[src/rtl/rsig_pkg.sv]
package rsig_pkg;

  // Transmit signaling pattern; the same codes name the receive trackers.
  typedef enum logic [1:0] {
    MODE_STD = 2'd0,
    MODE_LDN = 2'd1,
    MODE_JAB = 2'd2,
    MODE_CMP = 2'd3
  } tx_mode_e;

  // Received gap rounded to a nominal length.
  typedef enum logic [1:0] {
    GAP_NONE = 2'd0,
    GAP_SHRT = 2'd1,
    GAP_MED  = 2'd2,
    GAP_LONG = 2'd3
  } gap_cls_e;

  // True when cur may follow prv inside pattern pat.
  function automatic logic step_ok(tx_mode_e pat, gap_cls_e prv, gap_cls_e cur);
    logic r;
    case (pat)
      MODE_LDN: r = (prv == GAP_SHRT && cur == GAP_MED)  ||
                    (prv == GAP_MED  && cur == GAP_LONG) ||
                    (prv == GAP_LONG && cur == GAP_SHRT);
      MODE_JAB: r = (prv == GAP_LONG && cur == GAP_MED)  ||
                    (prv == GAP_MED  && cur == GAP_SHRT) ||
                    (prv == GAP_SHRT && cur == GAP_LONG);
      MODE_CMP: r = (prv == GAP_SHRT && cur == GAP_LONG) ||
                    (prv == GAP_LONG && cur == GAP_SHRT);
      default:  r = 1'b0;
    endcase
    return r;
  endfunction

  // Number of gaps in one period of a pattern.
  function automatic int pat_len(tx_mode_e pat);
    int n;
    case (pat)
      MODE_LDN, MODE_JAB: n = 3;
      MODE_CMP:           n = 2;
      default:            n = 1;
    endcase
    return n;
  endfunction

endpackage

[src/rtl/rsig_tx_sched.sv]
module rsig_tx_sched
  import rsig_pkg::*;
#(
  parameter int CNT_W   = 5,
  parameter int GAP_S   = 10,
  parameter int GAP_M   = 15,
  parameter int GAP_L   = 20,
  parameter int GAP_STD = 16
) (
  input  logic clk,
  input  logic rst,
  input  logic ms_tick_i,
  input  logic req_ldn_i,
  input  logic req_jab_i,
  input  logic req_cmp_i,
  input  logic tx_idle_i,
  output logic pulse_o
);

  localparam logic [CNT_W-1:0] T_S     = CNT_W'(GAP_S);
  localparam logic [CNT_W-1:0] T_M     = CNT_W'(GAP_M);
  localparam logic [CNT_W-1:0] T_L     = CNT_W'(GAP_L);
  localparam logic [CNT_W-1:0] T_STD   = CNT_W'(GAP_STD);
  localparam logic [CNT_W-1:0] CNT_MAX = '1;

  tx_mode_e         want;
  tx_mode_e         cur;
  logic [1:0]       idx;
  logic [1:0]       idx_last;
  logic [CNT_W-1:0] cnt;
  logic [CNT_W-1:0] target;
  logic             fire;

  // Fixed priority: jabber, then link down, then compatibility.
  always_comb begin
    if (req_jab_i)      want = MODE_JAB;
    else if (req_ldn_i) want = MODE_LDN;
    else if (req_cmp_i) want = MODE_CMP;
    else                want = MODE_STD;
  end

  // Gap length for the current position in the current pattern.
  always_comb begin
    case (cur)
      MODE_LDN: target = (idx == 2'd0) ? T_S : (idx == 2'd1) ? T_M : T_L;
      MODE_JAB: target = (idx == 2'd0) ? T_L : (idx == 2'd1) ? T_M : T_S;
      MODE_CMP: target = idx[0] ? T_L : T_S;
      default:  target = T_STD;
    endcase
  end

  always_comb begin
    case (cur)
      MODE_LDN, MODE_JAB: idx_last = 2'd2;
      MODE_CMP:           idx_last = 2'd1;
      default:            idx_last = 2'd0;
    endcase
  end

  assign fire = (cnt >= target) && tx_idle_i;

  always_ff @(posedge clk) begin
    if (rst) begin
      cur     <= MODE_STD;
      idx     <= 2'd0;
      cnt     <= '0;
      pulse_o <= 1'b0;
    end else begin
      pulse_o <= fire;
      if (fire) begin
        cnt <= ms_tick_i ? CNT_W'(1) : '0;
        if (want != cur) begin
          cur <= want;
          idx <= 2'd0;
        end else begin
          idx <= (idx == idx_last) ? 2'd0 : idx + 2'd1;
        end
      end else if (ms_tick_i && cnt != CNT_MAX) begin
        cnt <= cnt + CNT_W'(1);
      end
    end
  end

endmodule

[src/rtl/rsig_rx_gap.sv]
module rsig_rx_gap
  import rsig_pkg::*;
#(
  parameter int CNT_W = 5,
  parameter int GAP_S = 10,
  parameter int GAP_M = 15,
  parameter int GAP_L = 20,
  parameter int TOL   = 2
) (
  input  logic     clk,
  input  logic     rst,
  input  logic     ms_tick_i,
  input  logic     rx_pulse_i,
  output logic     gap_evt_o,
  output gap_cls_e prv_cls_o,
  output gap_cls_e cur_cls_o
);

  localparam logic [CNT_W-1:0] CNT_MAX = '1;

  logic [CNT_W-1:0] cnt;
  logic             seen;

  function automatic logic near(int g, int c);
    return (g + TOL >= c) && (g <= c + TOL);
  endfunction

  always_comb begin
    if (near(int'(cnt), GAP_S))      cur_cls_o = GAP_SHRT;
    else if (near(int'(cnt), GAP_M)) cur_cls_o = GAP_MED;
    else if (near(int'(cnt), GAP_L)) cur_cls_o = GAP_LONG;
    else                             cur_cls_o = GAP_NONE;
  end

  // A gap exists only once a first pulse has opened it.
  assign gap_evt_o = rx_pulse_i && seen;

  always_ff @(posedge clk) begin
    if (rst) begin
      cnt       <= '0;
      seen      <= 1'b0;
      prv_cls_o <= GAP_NONE;
    end else if (rx_pulse_i) begin
      cnt       <= ms_tick_i ? CNT_W'(1) : '0;
      seen      <= 1'b1;
      prv_cls_o <= seen ? cur_cls_o : GAP_NONE;
    end else if (ms_tick_i && cnt != CNT_MAX) begin
      cnt <= cnt + CNT_W'(1);
    end
  end

endmodule

[src/rtl/rsig_pat_track.sv]
module rsig_pat_track
  import rsig_pkg::*;
#(
  parameter tx_mode_e PAT        = MODE_LDN,
  parameter int       CLR_MISSES = 2
) (
  input  logic     clk,
  input  logic     rst,
  input  logic     step_i,
  input  gap_cls_e prv_i,
  input  gap_cls_e cur_i,
  output logic     flag_o
);

  localparam int LEN = pat_len(PAT);
  localparam int RW  = $clog2(LEN + 1);
  localparam int MW  = $clog2(CLR_MISSES + 1);

  logic [RW-1:0] run;
  logic [MW-1:0] miss;
  logic          ok;

  assign ok = step_ok(PAT, prv_i, cur_i);

  always_ff @(posedge clk) begin
    if (rst) begin
      run    <= '0;
      miss   <= '0;
      flag_o <= 1'b0;
    end else if (step_i) begin
      if (ok) begin
        miss <= '0;
        if (int'(run) < LEN)      run    <= run + RW'(1);
        if (int'(run) + 1 >= LEN) flag_o <= 1'b1;
      end else begin
        run <= '0;
        if (int'(miss) < CLR_MISSES)      miss   <= miss + MW'(1);
        if (int'(miss) + 1 >= CLR_MISSES) flag_o <= 1'b0;
      end
    end
  end

endmodule

[src/rtl/rsig_link_sched.sv]
module rsig_link_sched
  import rsig_pkg::*;
#(
  parameter int CNT_W      = 5,
  parameter int GAP_S      = 10,
  parameter int GAP_M      = 15,
  parameter int GAP_L      = 20,
  parameter int GAP_STD    = 16,
  parameter int TOL        = 2,
  parameter int CLR_MISSES = 2
) (
  input  logic clk,
  input  logic rst,
  input  logic ms_tick_i,
  input  logic loc_link_down_i,
  input  logic loc_jabber_i,
  input  logic loc_compat_i,
  input  logic tx_idle_i,
  input  logic rx_pulse_i,
  output logic lp_pulse_o,
  output logic rem_link_down_o,
  output logic rem_jabber_o,
  output logic rem_compat_o
);

  localparam int NPAT = 3;

  logic            gap_evt;
  gap_cls_e        prv_cls;
  gap_cls_e        cur_cls;
  logic [NPAT-1:0] rem_flags;

  rsig_tx_sched #(
    .CNT_W(CNT_W), .GAP_S(GAP_S), .GAP_M(GAP_M), .GAP_L(GAP_L), .GAP_STD(GAP_STD)
  ) u_tx (
    .clk       (clk),
    .rst       (rst),
    .ms_tick_i (ms_tick_i),
    .req_ldn_i (loc_link_down_i),
    .req_jab_i (loc_jabber_i),
    .req_cmp_i (loc_compat_i),
    .tx_idle_i (tx_idle_i),
    .pulse_o   (lp_pulse_o)
  );

  rsig_rx_gap #(
    .CNT_W(CNT_W), .GAP_S(GAP_S), .GAP_M(GAP_M), .GAP_L(GAP_L), .TOL(TOL)
  ) u_rx (
    .clk        (clk),
    .rst        (rst),
    .ms_tick_i  (ms_tick_i),
    .rx_pulse_i (rx_pulse_i),
    .gap_evt_o  (gap_evt),
    .prv_cls_o  (prv_cls),
    .cur_cls_o  (cur_cls)
  );

  for (genvar k = 0; k < NPAT; k++) begin : g_trk
    localparam tx_mode_e PK = (k == 0) ? MODE_LDN : (k == 1) ? MODE_JAB : MODE_CMP;
    rsig_pat_track #(
      .PAT(PK), .CLR_MISSES(CLR_MISSES)
    ) u_trk (
      .clk    (clk),
      .rst    (rst),
      .step_i (gap_evt),
      .prv_i  (prv_cls),
      .cur_i  (cur_cls),
      .flag_o (rem_flags[k])
    );
  end

  assign rem_link_down_o = rem_flags[0];
  assign rem_jabber_o    = rem_flags[1];
  assign rem_compat_o    = rem_flags[2];

endmodule

[config.mk]
export PLATFORM = sky130hd
export DESIGN_NAME = rsig_link_sched
export DESIGN_NICKNAME = d
export VERILOG_FILES = /design/src/rtl/rsig_pkg.sv /design/src/rtl/rsig_tx_sched.sv /design/src/rtl/rsig_rx_gap.sv /design/src/rtl/rsig_pat_track.sv /design/src/rtl/rsig_link_sched.sv
export SDC_FILE = /design/constraint.sdc
export NUM_CORES = 1
export LEC_CHECK = 0
export ABC_AREA = 0
export BUFFER_PORTS_ARGS = -buffer_cell sky130_fd_sc_hd__buf_4
export CAP_MARGIN = 20
export CORE_UTILIZATION = 40
export DETAILED_ROUTE_END_ITERATION = 8
export PLACE_DENSITY = 0.62
export SKIP_LAST_GASP = 1
export SYNTH_ARGS = -nofsm -noshare
export SYNTH_HDL_FRONTEND = slang
export SYNTH_SLANG_ARGS = --single-unit
[constraint.sdc]
create_clock -name clk -period 6.8 [get_ports clk]
set_input_delay 1.36 -clock clk [delete_from_list [all_inputs] [get_ports clk]]
set_output_delay 1.36 -clock clk [all_outputs]
set_load 0.02 [all_outputs]
# Word level (Yosys, flattened, before mapping)
# Index checks and enable logic that the tools add are counted.
[word_totals]
reg_bits = 33
inputBits = 8
output_inout_bits = 4
wordCells = 151
[op_classes]
addsub = 16
magnitude_cmp = 19
n_eq_ne = 20
n_mux = 42
reduce_logical = 38
[ops]
columns = ["operator", "n"]
rows = [
  ["32-bit by 3-bit >= comparator with 1-bit output (second input constant)", 6],
  ["2-bit two-way mux", 21],
  ["5-bit two-way mux", 8],
  ["32-bit by 5-bit >= comparator with 1-bit output (second input constant)", 1],
  ["32-bit by 6-bit >= comparator with 1-bit output (second input constant)", 1],
  ["2-bit by 1-bit adder with 3-bit output (second input constant)", 6],
  ["2-bit nonzero test", 8],
  ["5-bit case mux with 3 select lines", 1],
  ["2-bit by 1-bit adder with 2-bit output (second input constant)", 7],
  ["2-bit AND reduction", 7],
  ["1-bit logical AND", 13],
  ["2-bit == test (second input constant)", 6],
  ["2-bit < comparator (second input constant)", 6],
  ["2-bit != test (second input constant)", 6],
  ["5-bit by 1-bit adder with 5-bit output (second input constant)", 2],
  ["5-bit <= comparator (second input constant)", 2],
  ["1-bit two-way mux", 10],
  ["5-bit != test (second input constant)", 2],
  ["3-bit AND reduction", 3],
  ["2-bit by 1-bit == test with 1-bit output (second input constant)", 4],
  ["5-bit by 2-bit adder with 6-bit output (second input constant)", 1],
  ["6-bit by 4-bit >= comparator with 1-bit output (second input constant)", 1],
  ["5-bit >= comparator", 1],
  ["5-bit by 4-bit <= comparator with 1-bit output (second input constant)", 1],
  ["7 further kinds", 11],
]

# Logic depth before layout (Yosys ltp)
[logic_depth]
ltp_word = 12
depth_mapped = 12
mapped_depth_nobuf = 11

# By module
# Synthesis repeated with hierarchy kept, for this count alone.
[unflattened]
hier_cells = 261
area_unflattened_um2 = 2349.8
[by_module_without_submodules]
columns = ["module", "n_inst", "cells_per_inst", "area_each_um2", "seq_area_each_um2"]
rows = [
  ["rsig_tx_sched", 1, 84, 762.0, 200.2],
  ["rsig_pat_track (g_trk[0].u_trk ...)", 2, 37, 341.6, 100.1],
  ["rsig_rx_gap", 1, 72, 623.1, 160.2],
  ["rsig_pat_track (g_trk[2].u_trk)", 1, 31, 281.5, 100.1],
]

# Least setup slack after synthesis
# No wires, ideal clock.
[synth_timing]
path_kind = "input port to flip-flop"
from = "input rx_pulse_i"
to = "register g_trk[2].u_trk.run[1]"
setup_ns = 0.091
arrival_ns = 2.500
required_ns = 6.709
path_slack_ns = 4.209
path_stages = 6
n_path_buf = 3
cell_sequence = "buf_2 -> and2_1 -> clkbuf_1 -> buf_1 -> a21oi_1 -> a311oi_1"
[synth_between]
elab_chain_len = 2
[synth_rtl]
columns = ["item", "line", "rtl"]
rows = [
  ["start: declaration", "rsig_link_sched.sv:19", "input logic rx_pulse_i,"],
  ["1-bit logical AND", "rsig_rx_gap.sv:36", "assign gap_evt_o = rx_pulse_i && seen;"],
  ["2-bit AND reduction (no line)", "-", ""],
  ["end: declaration", "rsig_pat_track.sv:19", "logic [RW-1:0] run;"],
]
# Every way passes these cells.
# A chain may end at the register's enable or synchronous reset.

# Final worst setup path
[layout_timing]
from = "register u_rx.cnt[1]"
to = "register g_trk[0].u_trk.run[0]"
[layout_between]
elab_chain_len = 12
word_cells_on_any_way = 24
cone_classes = "1 x add/sub; 6 x order compare; 4 x eq/ne; 4 x mux; 9 x reduce/logical"
[layout_rtl]
columns = ["item", "line", "rtl"]
rows = [
  ["start: declaration", "rsig_rx_gap.sv:21", "logic [CNT_W-1:0] cnt;"],
  ["start signal: assignment", "rsig_rx_gap.sv:44", "cnt <= ms_tick_i ? CNT_W'(1) : '0;"],
  ["start signal: assignment", "rsig_rx_gap.sv:48", "cnt <= cnt + CNT_W'(1);"],
  ["5-bit by 2-bit adder with 6-bit output", "rsig_rx_gap.sv:25", "return (g + TOL >= c) && (g <= c + TOL);"],
  ["32-bit by 6-bit >= comparator with 1-bit output", "rsig_rx_gap.sv:25", ""],
  ["1-bit logical AND", "rsig_rx_gap.sv:25", ""],
  ["2-bit two-way mux", "rsig_rx_gap.sv:31", "else if (near(int'(cnt), GAP_L)) cur_cls_o = GAP_LONG;"],
  ["2-bit two-way mux", "rsig_rx_gap.sv:30", "else if (near(int'(cnt), GAP_M)) cur_cls_o = GAP_MED;"],
  ["2-bit two-way mux *", "rsig_rx_gap.sv:29", "if (near(int'(cnt), GAP_S)) cur_cls_o = GAP_SHRT;"],
  ["2-bit == test (on tied branches)", "rsig_pkg.sv:23, rsig_pkg.sv:24", ""],
  ["1-bit logical AND (on tied branches)", "rsig_pkg.sv:23, rsig_pkg.sv:24", ""],
  ["1-bit logical OR", "rsig_pkg.sv:23", "MODE_LDN: r = (prv == GAP_SHRT && cur == GAP_MED) ||"],
  ["1-bit logical OR *", "rsig_pkg.sv:24", "(prv == GAP_MED && cur == GAP_LONG) ||"],
  ["2-bit != test (no line)", "-", ""],
  ["2-bit AND reduction (no line)", "-", ""],
  ["end: declaration", "rsig_pat_track.sv:19", ""],
]
# Every way passes the cells marked *; elsewhere a longest branch is shown, timed or not.

==> impl_metrics.csv <==
group,metric,value,unit
synth,syn-cell-area,2440,µm²
routing,drt-pass1-iter-count,4,
global_routing,grt_overflow_total,0,
sta,slew_violations,0,
floorplanning,dieArea,6410,µm²
sta,hold_violations,0,
synth,post-synth-top-count-cell,"ha_1",
synth,synthMuxAreaShare,2.05,%
final_layout,n_antenna_cell,0,
floorplanning,initial_core_util,41.4,%
sta,post-route-period-util,37.8,%
final_layout,finalNetCount,339,
worst_setup_path,critical_path_required,6.99,ns
synth,synth_edf_count,0,
global_routing,grt_pass1_vias,1944,
power,power_density,162,nW/µm²
floorplanning,die_h,80.0,µm
floorplanning,ios,12,
worst_setup_path,end_kind,"flop",
routing,drt-total-wl,4570,µm
synth,synth_fa_ha_area_share,17.5,%
worst_setup_path,start_kind,"flop",
synth,synthesis.instances,289,
cts,htreeDepth,2,
cts,cts_tree,"done",
synth,synth.avg_cell_area,8.43,µm²
synth,ys_top_cells_by_area,"dfxtp_1, ha_1, inv_1",
worst_setup_path,crit_arrival,2.76,ns
sta,min_period,2.57,ns
global_routing,grt_max_degree,36,
worst_setup_path,reg2reg_from,"u_rx.cnt[1]",
synth,ys_seq_elements,33,
sta,maxSlewHeadroom,55.3,%
routing,ant_nets,0,
power,power.leakage,1.11,nW
worst_setup_path,path_class,"flop to flop",
worst_setup_path,crit_fanout,10,
hold_path,hold_path.class,"flop to flop",
hold_path,min_from,"g_trk[2].u_trk.run[0]",
cts,cts_made_buffers,5,
flow_run,cap_violations,0,
synth,ys.flop_type,"dfxtp_1",
placement,portBuffers,11,
final_layout,drive_gt1_share,10.4,%
synth,ys_types,54,
cts,post_cts_buffers,0,
sta,worst_pin_slew,0.671,ns
sta,tns,0,ns
synth,synth_top_area_cell,"dfxtp_1",
synth,yosys-top-cells-count,"ha_1, dfxtp_1, inv_1",
synth,synthXorXnorAreaFrac,2.88,%
routing,wire_per_inst,12.2,µm
worst_setup_path,critPathLaunch,"u_rx.cnt[1]",
synth,synth_top_family_by_area,"simple AND/OR/NAND/NOR gates",
floorplanning,die_w,80.0,µm
sta,setup_violations,0,
routing,drc,0,
cts,clock_latency,0.28,ns
synth,synth_top_area_share,27.1,%
global_routing,grt_first_pass_wirelength,8270,µm
placement,pre_cts_slack,4.16,ns
placement,routabilityCongestion,0.762,
final_layout,stdcell_count,373,
final_layout,syn2layout_area_growth,10.1,%
routing,vias,1996,
sta,worst_clock_skew,0.00237,ns
synth,synthSimpleGateAreaFrac,22.6,%
cts,cts_root_buffer,"clkbuf_8",
floorplanning,placementRows,28,
final_layout,n_fill_cell,582,
synth,async_reset_ff_share,0,%
cts,cts_buffer_depth,2,
cts,clk_pin_slew,0.07,ns
sta,max_freq,389,MHz
power,irDropWorstVdd,0.0835,mV
run_status,outcome,"complete, no violations",
sta,setup_slack,4.23,ns
synth,synth_compound_area_share,21.7,%
cts,cts_num_sinks,33,
global_routing,antenna_found_initial,0,
cts,hold_buffers,0,
routing,avgViaCountPerCell,5.35,
synth,ys_warn_count,0,
synth,syn_nets,331,
routing,drtIter0Drc,77,
synth,yosysSeqAreaShare,27.1,%
global_routing,grtUsageTotal,16.0,%
sta,rsz0062_at_grt,"no",
cts,ctsResizeCount,0,
placement,dpl.hpwl,3340,µm
placement,dp.cells,365,
floorplanning,coreArea,5890,µm²
[stage by stage]
stage / area, µm² / utilization [%] / power [mW] / hold WS, ns
2_1_floorplan: 2440 / - / 0.238 / 0.445
3_3_place_gp: 2570 / 43.6 / 0.248 / 0.460
3_5_place_dp: 2570 / 43.6 / 0.249 / 0.465
4_1_cts: 2680 / 45.6 / 0.441 / 0.474
5_1_grt: 2680 / 45.6 / 0.458 / 0.499
6_report: 2680 / 45.6 / 0.435 / 0.473
[sequential cells by signal (all words and copies together), names as in the netlist, 2 cells and up]
register	flops
u_rx.prv_cls_o	2
g_trk.u_trk.flag_o	3
g_trk.u_trk.miss	6
u_rx.cnt	5
u_tx.cnt	5
u_tx.idx	2
u_tx.cur	2
g_trk.u_trk.run	6
[power by group]
group          total (mW)  switching, mW  internal (mW)  leakage, nW
Clock               0.191         0.0714          0.119       0.0585
Combinational      0.0402         0.0232         0.0170        0.785
Sequential          0.204        0.00579          0.199        0.268
[logic make-up after synthesis]
logic type,count (synthesis)
AOI/OAI and AO/OA,74
xor gates and xnor gates,8
adders and majority gates,34
buffers and inverters,37
DFF,33
muxes,5
and+or+nand+nor,98
[cell usage in the layout (no fill, tap or decap), types with 12 or more instances in the layout]
cell / instances
a21oi_1: 18
buf_4: 12
dfxtp_1: 33
ha_1: 34
inv_1: 25
nand2_1: 14
nor2_1: 22
nor3_1: 16
o21ai_0: 18
[worst max-delay path, stage by stage (launching register included)]
cell and delay [ns]:
dfxtp_1 0.50, inv_1 0.16, ha_1 0.40, nand3_1 0.11, o311ai_2 0.41, nand4_1 0.32, and4_4 0.31, a2111oi_4 0.26
[metal layers]
metal,vias to the layer above,GRT usage (%),part of all wire (%)
met5,-,0,0
met4,0,4.82,1.1
met3,7,2.51,2.1
met2,20,29.1,49
met1,926,19.2,48
li1,1043,-,-
[area by class of cell]
cell class	instances	area, µm²	share of cell area [%]
clock buffer	7	86.3	3.22
multi-input combinational	219	1620	60.5
sequential	33	661	24.6
timing repair buffer	12	90.1	3.36
tap	75	93.8	3.50
inverter	26	97.6	3.64
clock inverter	1	30.0	1.12
[path summary, 6_finish.rpt]
check	endpoint	slack, ns	cells past startpoint
setup / recovery	g_trk[0].u_trk.run[0]	4.23	7
hold / removal	g_trk[2].u_trk.run[0]	0.47	2
setup reg to reg	g_trk[0].u_trk.run[0]	4.23	7
hold reg to reg	g_trk[2].u_trk.run[0]	0.47	2
Power figures use the tool's default switching activity.
